### src/rtl/clkcfg_i2c_pkg.sv
package clkcfg_i2c_pkg;

    localparam int unsigned BYTE_W = 8;

    typedef enum logic [2:0] {
        ST_IDLE,
        ST_ADDR,
        ST_RX,
        ST_ACK,
        ST_TX,
        ST_RACK
    } bus_state_e;

endpackage

### src/rtl/i2c_line_sync.sv
module i2c_line_sync #(
    parameter int unsigned STAGES = 2
) (
    input  logic clk,
    input  logic rst_n,
    input  logic scl_i,
    input  logic sda_i,
    output logic scl_s,
    output logic sda_s,
    output logic scl_rise,
    output logic scl_fall,
    output logic start_det,
    output logic stop_det
);

    localparam int unsigned LAST = STAGES - 1;

    logic [STAGES-1:0] scl_pipe_d, scl_pipe_q;
    logic [STAGES-1:0] sda_pipe_d, sda_pipe_q;
    logic              scl_prev_d, scl_prev_q;
    logic              sda_prev_d, sda_prev_q;

    always_comb begin
        scl_pipe_d = {scl_pipe_q[LAST-1:0], scl_i};
        sda_pipe_d = {sda_pipe_q[LAST-1:0], sda_i};
        scl_prev_d = scl_pipe_q[LAST];
        sda_prev_d = sda_pipe_q[LAST];
    end

    always_ff @(posedge clk or negedge rst_n) begin
        if (!rst_n) begin
            scl_pipe_q <= '1;
            sda_pipe_q <= '1;
            scl_prev_q <= 1'b1;
            sda_prev_q <= 1'b1;
        end else begin
            scl_pipe_q <= scl_pipe_d;
            sda_pipe_q <= sda_pipe_d;
            scl_prev_q <= scl_prev_d;
            sda_prev_q <= sda_prev_d;
        end
    end

    assign scl_s     = scl_pipe_q[LAST];
    assign sda_s     = sda_pipe_q[LAST];
    assign scl_rise  = scl_s & ~scl_prev_q;
    assign scl_fall  = ~scl_s & scl_prev_q;
    assign start_det = scl_s & scl_prev_q & sda_prev_q & ~sda_s;
    assign stop_det  = scl_s & scl_prev_q & ~sda_prev_q & sda_s;

    // START and STOP can never be seen in the same cycle
    p_start_stop_excl_r9: assert property (@(posedge clk) disable iff (!rst_n)
        !(start_det && stop_det));

endmodule

### src/rtl/cfg_regbank.sv
module cfg_regbank #(
    parameter int unsigned           N_REGS   = 6,
    parameter logic [N_REGS*8-1:0]   DEFAULTS = {{(N_REGS-1){8'hFF}}, 8'h00},
    localparam int unsigned          SW       = (N_REGS > 1) ? $clog2(N_REGS) : 1
) (
    input  logic                  clk,
    input  logic                  rst_n,
    input  logic                  wr_en,
    input  logic [SW-1:0]         wr_sel,
    input  logic [7:0]            wr_data,
    output logic [N_REGS*8-1:0]   cfg_o
);

    logic [7:0] regs_d [N_REGS];
    logic [7:0] regs_q [N_REGS];

    always_comb begin
        for (int k = 0; k < N_REGS; k++) begin
            regs_d[k] = regs_q[k];
            if (wr_en && wr_sel == SW'(k)) begin
                regs_d[k] = wr_data;
            end
        end
    end

    always_ff @(posedge clk or negedge rst_n) begin
        if (!rst_n) begin
            for (int k = 0; k < N_REGS; k++) begin
                regs_q[k] <= DEFAULTS[k*8 +: 8];
            end
        end else begin
            for (int k = 0; k < N_REGS; k++) begin
                regs_q[k] <= regs_d[k];
            end
        end
    end

    for (genvar g = 0; g < N_REGS; g++) begin : g_flat
        assign cfg_o[g*8 +: 8] = regs_q[g];
    end

    // the protocol engine never selects a register that does not exist
    p_sel_in_range_r4: assert property (@(posedge clk) disable iff (!rst_n)
        wr_en |-> (int'(wr_sel) < N_REGS));

endmodule

### src/rtl/i2c_block_engine.sv
module i2c_block_engine
    import clkcfg_i2c_pkg::*;
#(
    parameter int unsigned N_REGS  = 6,
    parameter logic [7:0]  WR_ADDR = 8'hD2,
    localparam int unsigned SW     = (N_REGS > 1) ? $clog2(N_REGS) : 1,
    localparam int unsigned SKIP   = 2,
    localparam int unsigned IDX_MAX = SKIP + N_REGS,
    localparam int unsigned IW     = $clog2(IDX_MAX + 1)
) (
    input  logic                  clk,
    input  logic                  rst_n,
    input  logic                  scl_s,
    input  logic                  sda_s,
    input  logic                  scl_rise,
    input  logic                  scl_fall,
    input  logic                  start_det,
    input  logic                  stop_det,
    input  logic [N_REGS*8-1:0]   cfg_i,
    output logic                  wr_en,
    output logic [SW-1:0]         wr_sel,
    output logic [7:0]            wr_data,
    output logic                  sda_oe
);

    localparam logic [7:0] RD_ADDR = WR_ADDR | 8'h01;

    typedef struct packed {
        bus_state_e    state;
        logic [3:0]    bitcnt;
        logic [7:0]    shreg;
        logic          is_read;
        logic [IW-1:0] idx;
        logic          oe;
        logic          nack;
    } eng_t;

    eng_t          eng_d, eng_q;
    logic [7:0]    tx_byte;
    logic [IW-1:0] idx_inc;

    // byte to send for the current read index: count first, then registers
    always_comb begin
        tx_byte = 8'hFF;
        if (eng_q.idx == '0) begin
            tx_byte = 8'(N_REGS);
        end
        for (int k = 0; k < N_REGS; k++) begin
            if (eng_q.idx == IW'(k + 1)) begin
                tx_byte = cfg_i[k*8 +: 8];
            end
        end
        idx_inc = (eng_q.idx == IW'(IDX_MAX)) ? eng_q.idx : IW'(eng_q.idx + 1'b1);
    end

    always_comb begin
        eng_d   = eng_q;
        wr_en   = 1'b0;
        wr_sel  = '0;
        wr_data = eng_q.shreg;
        if (start_det) begin
            eng_d.state   = ST_ADDR;
            eng_d.bitcnt  = '0;
            eng_d.shreg   = '0;
            eng_d.is_read = 1'b0;
            eng_d.idx     = '0;
            eng_d.oe      = 1'b0;
            eng_d.nack    = 1'b0;
        end else if (stop_det) begin
            eng_d.state = ST_IDLE;
            eng_d.oe    = 1'b0;
        end else begin
            case (eng_q.state)
                ST_ADDR, ST_RX: begin
                    if (scl_rise && eng_q.bitcnt != 4'd8) begin
                        eng_d.shreg  = {eng_q.shreg[6:0], sda_s};
                        eng_d.bitcnt = 4'(eng_q.bitcnt + 1'b1);
                    end else if (scl_fall && eng_q.bitcnt == 4'd8) begin
                        eng_d.bitcnt = '0;
                        if (eng_q.state == ST_ADDR) begin
                            if (eng_q.shreg == WR_ADDR) begin
                                eng_d.state   = ST_ACK;
                                eng_d.oe      = 1'b1;
                                eng_d.is_read = 1'b0;
                            end else if (eng_q.shreg == RD_ADDR) begin
                                eng_d.state   = ST_ACK;
                                eng_d.oe      = 1'b1;
                                eng_d.is_read = 1'b1;
                            end else begin
                                eng_d.state = ST_IDLE;
                            end
                        end else begin
                            eng_d.state = ST_ACK;
                            eng_d.oe    = 1'b1;
                            if (eng_q.idx >= IW'(SKIP) && eng_q.idx < IW'(IDX_MAX)) begin
                                wr_en  = 1'b1;
                                wr_sel = SW'(eng_q.idx - IW'(SKIP));
                            end
                            eng_d.idx = idx_inc;
                        end
                    end
                end
                ST_ACK: begin
                    if (scl_fall) begin
                        eng_d.bitcnt = '0;
                        if (eng_q.is_read) begin
                            eng_d.state = ST_TX;
                            eng_d.shreg = tx_byte;
                            eng_d.oe    = ~tx_byte[7];
                            eng_d.idx   = idx_inc;
                        end else begin
                            eng_d.state = ST_RX;
                            eng_d.oe    = 1'b0;
                        end
                    end
                end
                ST_TX: begin
                    if (scl_fall) begin
                        if (eng_q.bitcnt == 4'd7) begin
                            eng_d.state = ST_RACK;
                            eng_d.oe    = 1'b0;
                            eng_d.nack  = 1'b0;
                        end else begin
                            eng_d.shreg  = {eng_q.shreg[6:0], 1'b0};
                            eng_d.oe     = ~eng_q.shreg[6];
                            eng_d.bitcnt = 4'(eng_q.bitcnt + 1'b1);
                        end
                    end
                end
                ST_RACK: begin
                    if (scl_rise) begin
                        eng_d.nack = sda_s;
                    end else if (scl_fall) begin
                        if (eng_q.nack) begin
                            eng_d.state = ST_IDLE;
                        end else begin
                            eng_d.state  = ST_TX;
                            eng_d.shreg  = tx_byte;
                            eng_d.oe     = ~tx_byte[7];
                            eng_d.idx    = idx_inc;
                            eng_d.bitcnt = '0;
                        end
                    end
                end
                default: begin
                    eng_d.oe = 1'b0;
                end
            endcase
        end
    end

    always_ff @(posedge clk or negedge rst_n) begin
        if (!rst_n) begin
            eng_q <= '{state: ST_IDLE, bitcnt: '0, shreg: '0, is_read: 1'b0,
                       idx: '0, oe: 1'b0, nack: 1'b0};
        end else begin
            eng_q <= eng_d;
        end
    end

    assign sda_oe = eng_q.oe;

    // the SDA drive holds still while SCL stays high
    p_oe_stable_scl_high_r10: assert property (@(posedge clk) disable iff (!rst_n)
        ($past(scl_s) && !$past(start_det) && !$past(stop_det)) |-> $stable(sda_oe));

    // a START always restarts address matching
    p_start_to_addr_r9: assert property (@(posedge clk) disable iff (!rst_n)
        start_det |=> (eng_q.state == ST_ADDR));

    // a STOP idles the engine with SDA released
    p_stop_idles_r5: assert property (@(posedge clk) disable iff (!rst_n)
        stop_det |=> (eng_q.state == ST_IDLE && !sda_oe));

    // an idle engine never pulls SDA
    p_idle_quiet_r2: assert property (@(posedge clk) disable iff (!rst_n)
        (eng_q.state == ST_IDLE) |-> !sda_oe);

    // a controller NACK ends the read at the following SCL fall
    p_nack_ends_r8: assert property (@(posedge clk) disable iff (!rst_n)
        (eng_q.state == ST_RACK && eng_q.nack && scl_fall && !start_det && !stop_det)
        |=> (eng_q.state == ST_IDLE));

endmodule

### src/rtl/clkcfg_i2c_target.sv
module clkcfg_i2c_target #(
    parameter int unsigned          N_REGS      = 6,
    parameter logic [7:0]           WR_ADDR     = 8'hD2,
    parameter int unsigned          SYNC_STAGES = 2,
    parameter logic [N_REGS*8-1:0]  REG_DEFAULTS = {{(N_REGS-1){8'hFF}}, 8'h00},
    localparam int unsigned         SW          = (N_REGS > 1) ? $clog2(N_REGS) : 1
) (
    input  logic                  clk,
    input  logic                  rst_n,
    input  logic                  scl_i,
    input  logic                  sda_i,
    output logic                  sda_oe,
    output logic [N_REGS*8-1:0]   cfg_o
);

    logic          scl_s, sda_s, scl_rise, scl_fall, start_det, stop_det;
    logic          wr_en;
    logic [SW-1:0] wr_sel;
    logic [7:0]    wr_data;

    i2c_line_sync #(
        .STAGES (SYNC_STAGES)
    ) i_sync (
        .clk       (clk),
        .rst_n     (rst_n),
        .scl_i     (scl_i),
        .sda_i     (sda_i),
        .scl_s     (scl_s),
        .sda_s     (sda_s),
        .scl_rise  (scl_rise),
        .scl_fall  (scl_fall),
        .start_det (start_det),
        .stop_det  (stop_det)
    );

    i2c_block_engine #(
        .N_REGS  (N_REGS),
        .WR_ADDR (WR_ADDR)
    ) i_engine (
        .clk       (clk),
        .rst_n     (rst_n),
        .scl_s     (scl_s),
        .sda_s     (sda_s),
        .scl_rise  (scl_rise),
        .scl_fall  (scl_fall),
        .start_det (start_det),
        .stop_det  (stop_det),
        .cfg_i     (cfg_o),
        .wr_en     (wr_en),
        .wr_sel    (wr_sel),
        .wr_data   (wr_data),
        .sda_oe    (sda_oe)
    );

    cfg_regbank #(
        .N_REGS   (N_REGS),
        .DEFAULTS (REG_DEFAULTS)
    ) i_regs (
        .clk     (clk),
        .rst_n   (rst_n),
        .wr_en   (wr_en),
        .wr_sel  (wr_sel),
        .wr_data (wr_data),
        .cfg_o   (cfg_o)
    );

endmodule

### config.mk
export PLATFORM = sky130hd
export DESIGN_NAME = clkcfg_i2c_target
export DESIGN_NICKNAME = d
export VERILOG_FILES = /design/src/rtl/clkcfg_i2c_pkg.sv /design/src/rtl/i2c_line_sync.sv /design/src/rtl/cfg_regbank.sv /design/src/rtl/i2c_block_engine.sv /design/src/rtl/clkcfg_i2c_target.sv
export SDC_FILE = /design/constraint.sdc
export NUM_CORES = 1
export LEC_CHECK = 0
export BUFFER_PORTS_ARGS = -buffer_cell sky130_fd_sc_hd__buf_2
export CORE_MARGIN = 10
export CORE_UTILIZATION = 58
export DETAILED_ROUTE_END_ITERATION = 12
export PLACE_DENSITY_LB_ADDON = 0.2
export RECOVER_POWER = 50
export REMOVE_ABC_BUFFERS = 1
export SYNTH_ARGS = -nofsm -noshare
export SYNTH_HDL_FRONTEND = slang
export SYNTH_SLANG_ARGS = --single-unit
### constraint.sdc
create_clock -name clk -period 2.85 [get_ports clk]
set_input_delay 0 -clock clk [delete_from_list [all_inputs] [get_ports clk]]
set_output_delay 0 -clock clk [all_outputs]
set_load 0.05 [all_outputs]
==> impl_metrics.py <==
metrics = {
    "floorplanning": {
        "initial_core_util_pct": 59.35,
        "row_count": 31,
        "core_mm2": 0.007214,
        "die_h_um": 105.9,
        "die_w_um": 105.9,
        "fp.dieArea_mm2": 0.01122,
        "ios": 53,
    },
    "global_routing": {
        "grt_pass1_vias": 3374,
        "antenna_found_initial": 0,
        "grt_max_degree": 77,
        "grt_pass1_wl_um": 17900,
        "grt-ovfl-total": 0,
        "grt_use_total_pct": 19.39,
    },
    "drt": {
        "dr_total_vias": 3500,
        "viasPerCell": 6.195,
        "maxUsedRoutingLayer": "met4",
        "drt_iter0_drc": 403,
        "wl_met3_um": 898,
        "ant_nets": 0,
        "dr_wl_met2_um": 4913,
        "wirelength_um": 10900,
        "route.detailed.drc": 0,
        "dr.pass1.iters": 6,
        "wl_per_cell_um": 19.30,
        "wl_met1_um": 4919,
    },
    "worst_hold_path": {
        "hold_start": "scl_i",
        "holdCritPathClass": "in2reg",
        "holdPathStages": 2,
    },
    "synthesis": {
        "ys_seq_elements": 76,
        "synth_edf_count": 0,
        "syn_avg_cell_area_um2": 10.60,
        "syn_area_mm2": 0.004282,
        "synth.distinct_cells": 66,
        "ys.flop_type": "dfstp_2",
        "yosysWarnings": 0,
        "async_reset_ff_share_pct": 100.0,
        "seq_area_frac_synth_pct": 45.76,
        "netlist_instances": 404,
    },
    "run_status": {
        "status": "finished, violations left",
        "violations": "capacitance limit, slew limit",
    },
    "sta": {
        "fin_crit_sh_pct": 88.15,
        "setup_slack_ps": 337.8,
        "rsz0062_at_grt": "no",
        "tightest_slew_ps": 1777,
        "final_hold_viol_count": 0,
        "finClkSkew_ps": 16.56,
        "setup_violations": 0,
        "fin_setup_tns_ps": 0,
        "slew-limit-headroom_pct": -18.44,
        "fin_crit_ps": 2512,
        "fmax_mhz": 398.1,
        "slew_violations": 77,
    },
    "clock_tree": {
        "clkTransAtPathRegs_ps": 80,
        "htreeDepth": 3,
        "clockBufferDepth": 2,
        "cts.root.buffer_cell": "clkbuf_8",
        "cts_made_buffers": 9,
        "clock_latency_ps": 360,
        "tritoncts": "done",
        "cts_resized": 0,
        "cts.sinks": 76,
    },
    "placement": {
        "preCtsSetupSlack_ps": 434.7,
        "hpwl_um": 7785,
        "portBuffers": 52,
        "gp_congestion": 0.9217,
    },
    "critical_path": {
        "crit_family": "compound AO/OA/AOI/OAI gates",
        "reg2reg_from": "i_engine.eng_q[3]",
        "max_stage_delay_ps": 510,
        "crit_path_end_kind": "flip-flop",
        "crit_type": "reg2reg",
        "path_max_fanout": 7,
        "slowest_stage": "o32ai_1",
        "crit_path_start": "i_engine.eng_q[3]",
        "crit_top_cell": "inv_1",
        "crit_path_start_kind": "flip-flop",
        "rr_worst_depth": 8,
        "worstPathRequired_ps": 3090,
        "crit_arrival_ps": 2750,
        "path_cells": "inv_1 > ha_1 > inv_1 > mux2i_1 > a31oi_1 > o32ai_1 > a21oi_1 > o41ai_1",
        "worst-path-stages": 8,
        "critPathBufInv": 2,
    },
    "power_and_ir_drop": {
        "vdd_drop_max_mv": 0.3880,
        "power_density_mw_per_mm2": 726.7,
        "leakage_nw": 2.094,
        "power.total_w": 0.003553,
    },
    "final_layout": {
        "diodes": 0,
        "drive_above_1_share_pct": 37.12,
        "utilization_pct": 67.76,
        "nets": 473,
        "area_growth_pct": 14.17,
    },
    "flow_run": {
        "maxCapViolCount": 1,
    },
}
[layout by cell type (no fill, tap or decap), types with 3 or more instances in the layout]
cell,netlist,layout
dfstp_2,46,44
mux2_2,42,42
buf_2,6,33
o21ai_0,30,30
dfrtp_1,30,30
nand2_1,29,29
a21oi_1,29,29
nor2_1,23,23
clkbuf_1,13,19
inv_1,15,15
buf_4,2,13
a31oi_1,12,12
nor3_1,11,11
clkbuf_8,0,9
ha_1,8,8
mux2_4,7,7
a221oi_1,7,7
o22ai_1,6,6
nor2b_1,5,5
nand4_1,4,4
o211ai_1,4,4
nand2b_1,4,4
o32ai_1,4,4
and3_1,4,4
a32oi_1,4,4
nor4_4,3,3
nand3_1,3,3
nand3b_1,3,3
mux2i_1,3,3
a22oi_1,3,3
dlygate4sd3_1,0,3
[path summary, 6_finish.rpt]
check | endpoint | slack, ps
setup / recovery | i_engine.sda_oe | 340
hold / removal | i_sync.scl_pipe_q[0] | 290
setup reg to reg | i_engine.sda_oe | 340
hold reg to reg | i_sync.scl_pipe_q[1] | 360
max in group asynchronous | i_engine.eng_q[2] | 1140
min in group asynchronous | i_engine.eng_q[15] | 670
[worst register-to-register path, cell delays in order (launching register included)]
cell     delay [ps]
dfrtp_1         460
inv_1           190
ha_1            320
inv_1           210
mux2i_1         180
a31oi_1         110
o32ai_1         510
a21oi_1         140
o41ai_1         280
[cell type report]
cell class / count / area (um2)
repair buffers: 68 / 365.4
clock inverters: 6 / 87.58
clock buffers: 10 / 127.6
flip-flops and latches: 76 / 1959
well taps: 99 / 123.9
inverters: 17 / 63.81
multi-input cells: 289 / 2161
fillers: 577 / 2326
[synth_stat cells (3+ instances only)]
master | instances | area share, %
a31oi_1 | 12 | 1.8
mux2_4 | 7 | 2.5
nor3_1 | 11 | 1.3
clkbuf_1 | 13 | 1.1
nand2b_1 | 4 | 0.58
and3_1 | 4 | 0.58
inv_1 | 15 | 1.3
a221oi_1 | 7 | 1.4
nand4_1 | 4 | 0.58
a32oi_1 | 4 | 0.82
nor2_1 | 23 | 2.0
o211ai_1 | 4 | 0.70
dfstp_2 | 46 | 28
o32ai_1 | 4 | 0.82
o21ai_0 | 30 | 3.5
mux2i_1 | 3 | 0.70
dfrtp_1 | 30 | 18
buf_2 | 6 | 0.70
a21oi_1 | 29 | 3.4
o22ai_1 | 6 | 0.88
mux2_2 | 42 | 11
ha_1 | 8 | 2.3
nor2b_1 | 5 | 0.73
nand3b_1 | 3 | 0.53
nand2_1 | 29 | 2.5
nand3_1 | 3 | 0.35
nor4_4 | 3 | 1.5
a22oi_1 | 3 | 0.53
[cell families after synthesis]
| group | Yosys count | share of synthesized area, % |
|---|---|---|
| AOI/OAI and AO/OA | 114 | 17.56 |
| xor gates and xnor gates | 4 | 0.8184 |
| adders and majority gates | 8 | 2.338 |
| buffers and inverters | 39 | 3.769 |
| DFF | 76 | 45.76 |
| muxes | 52 | 14.20 |
| and+or+nand+nor | 111 | 15.55 |
[sequential cells by signal, summed over array words and instances (netlist names)]
signal / flops
i_engine.eng_q: 13
i_engine.sda_oe: 1
i_engine.wr_data: 8
i_regs.cfg_o: 48
i_sync.scl_pipe_q: 2
i_sync.scl_prev_q: 1
i_sync.sda_pipe_q: 2
i_sync.sda_prev_q: 1
[metal layers]
| layer | vias up | GRT usage, % |
|---|---|---|
| li1 | 1608 | - |
| met3 | 16 | 4.891 |
| met1 | 1713 | 26.77 |
| met2 | 163 | 28.80 |
| met5 | - | 0 |
| met4 | 0 | 6.963 |
[report_power, final]
group	switching, W	internal (W)	total (W)	leakage [nW]
registers	0.000255	0.00118	0.00144	0.865
clock network	0.000416	0.000495	0.000911	0.111
logic	0.000766	0.000438	0.00120	1.12
[metrics by stage]
step	std cells	hold slack [ps]	cell area [um2]
3_3_place_gp	546	104.4	4668
6_report	565	289.7	4888
4_1_cts	565	276.1	4913
5_1_grt	565	284.7	4888
3_5_place_dp	546	106.2	4668
2_1_floorplan	382	-295.6	4184
[what timing repair did]
| item | CTS | global route |
|---|---|---|
| setup endpoints to repair | 0 | 0 |
| endpoints found under the hold margin | 32 | 0 |
| setup buffers | 0 | 0 |
| hold buffers | 3 | 0 |
(Power assumes the default switching activity.)
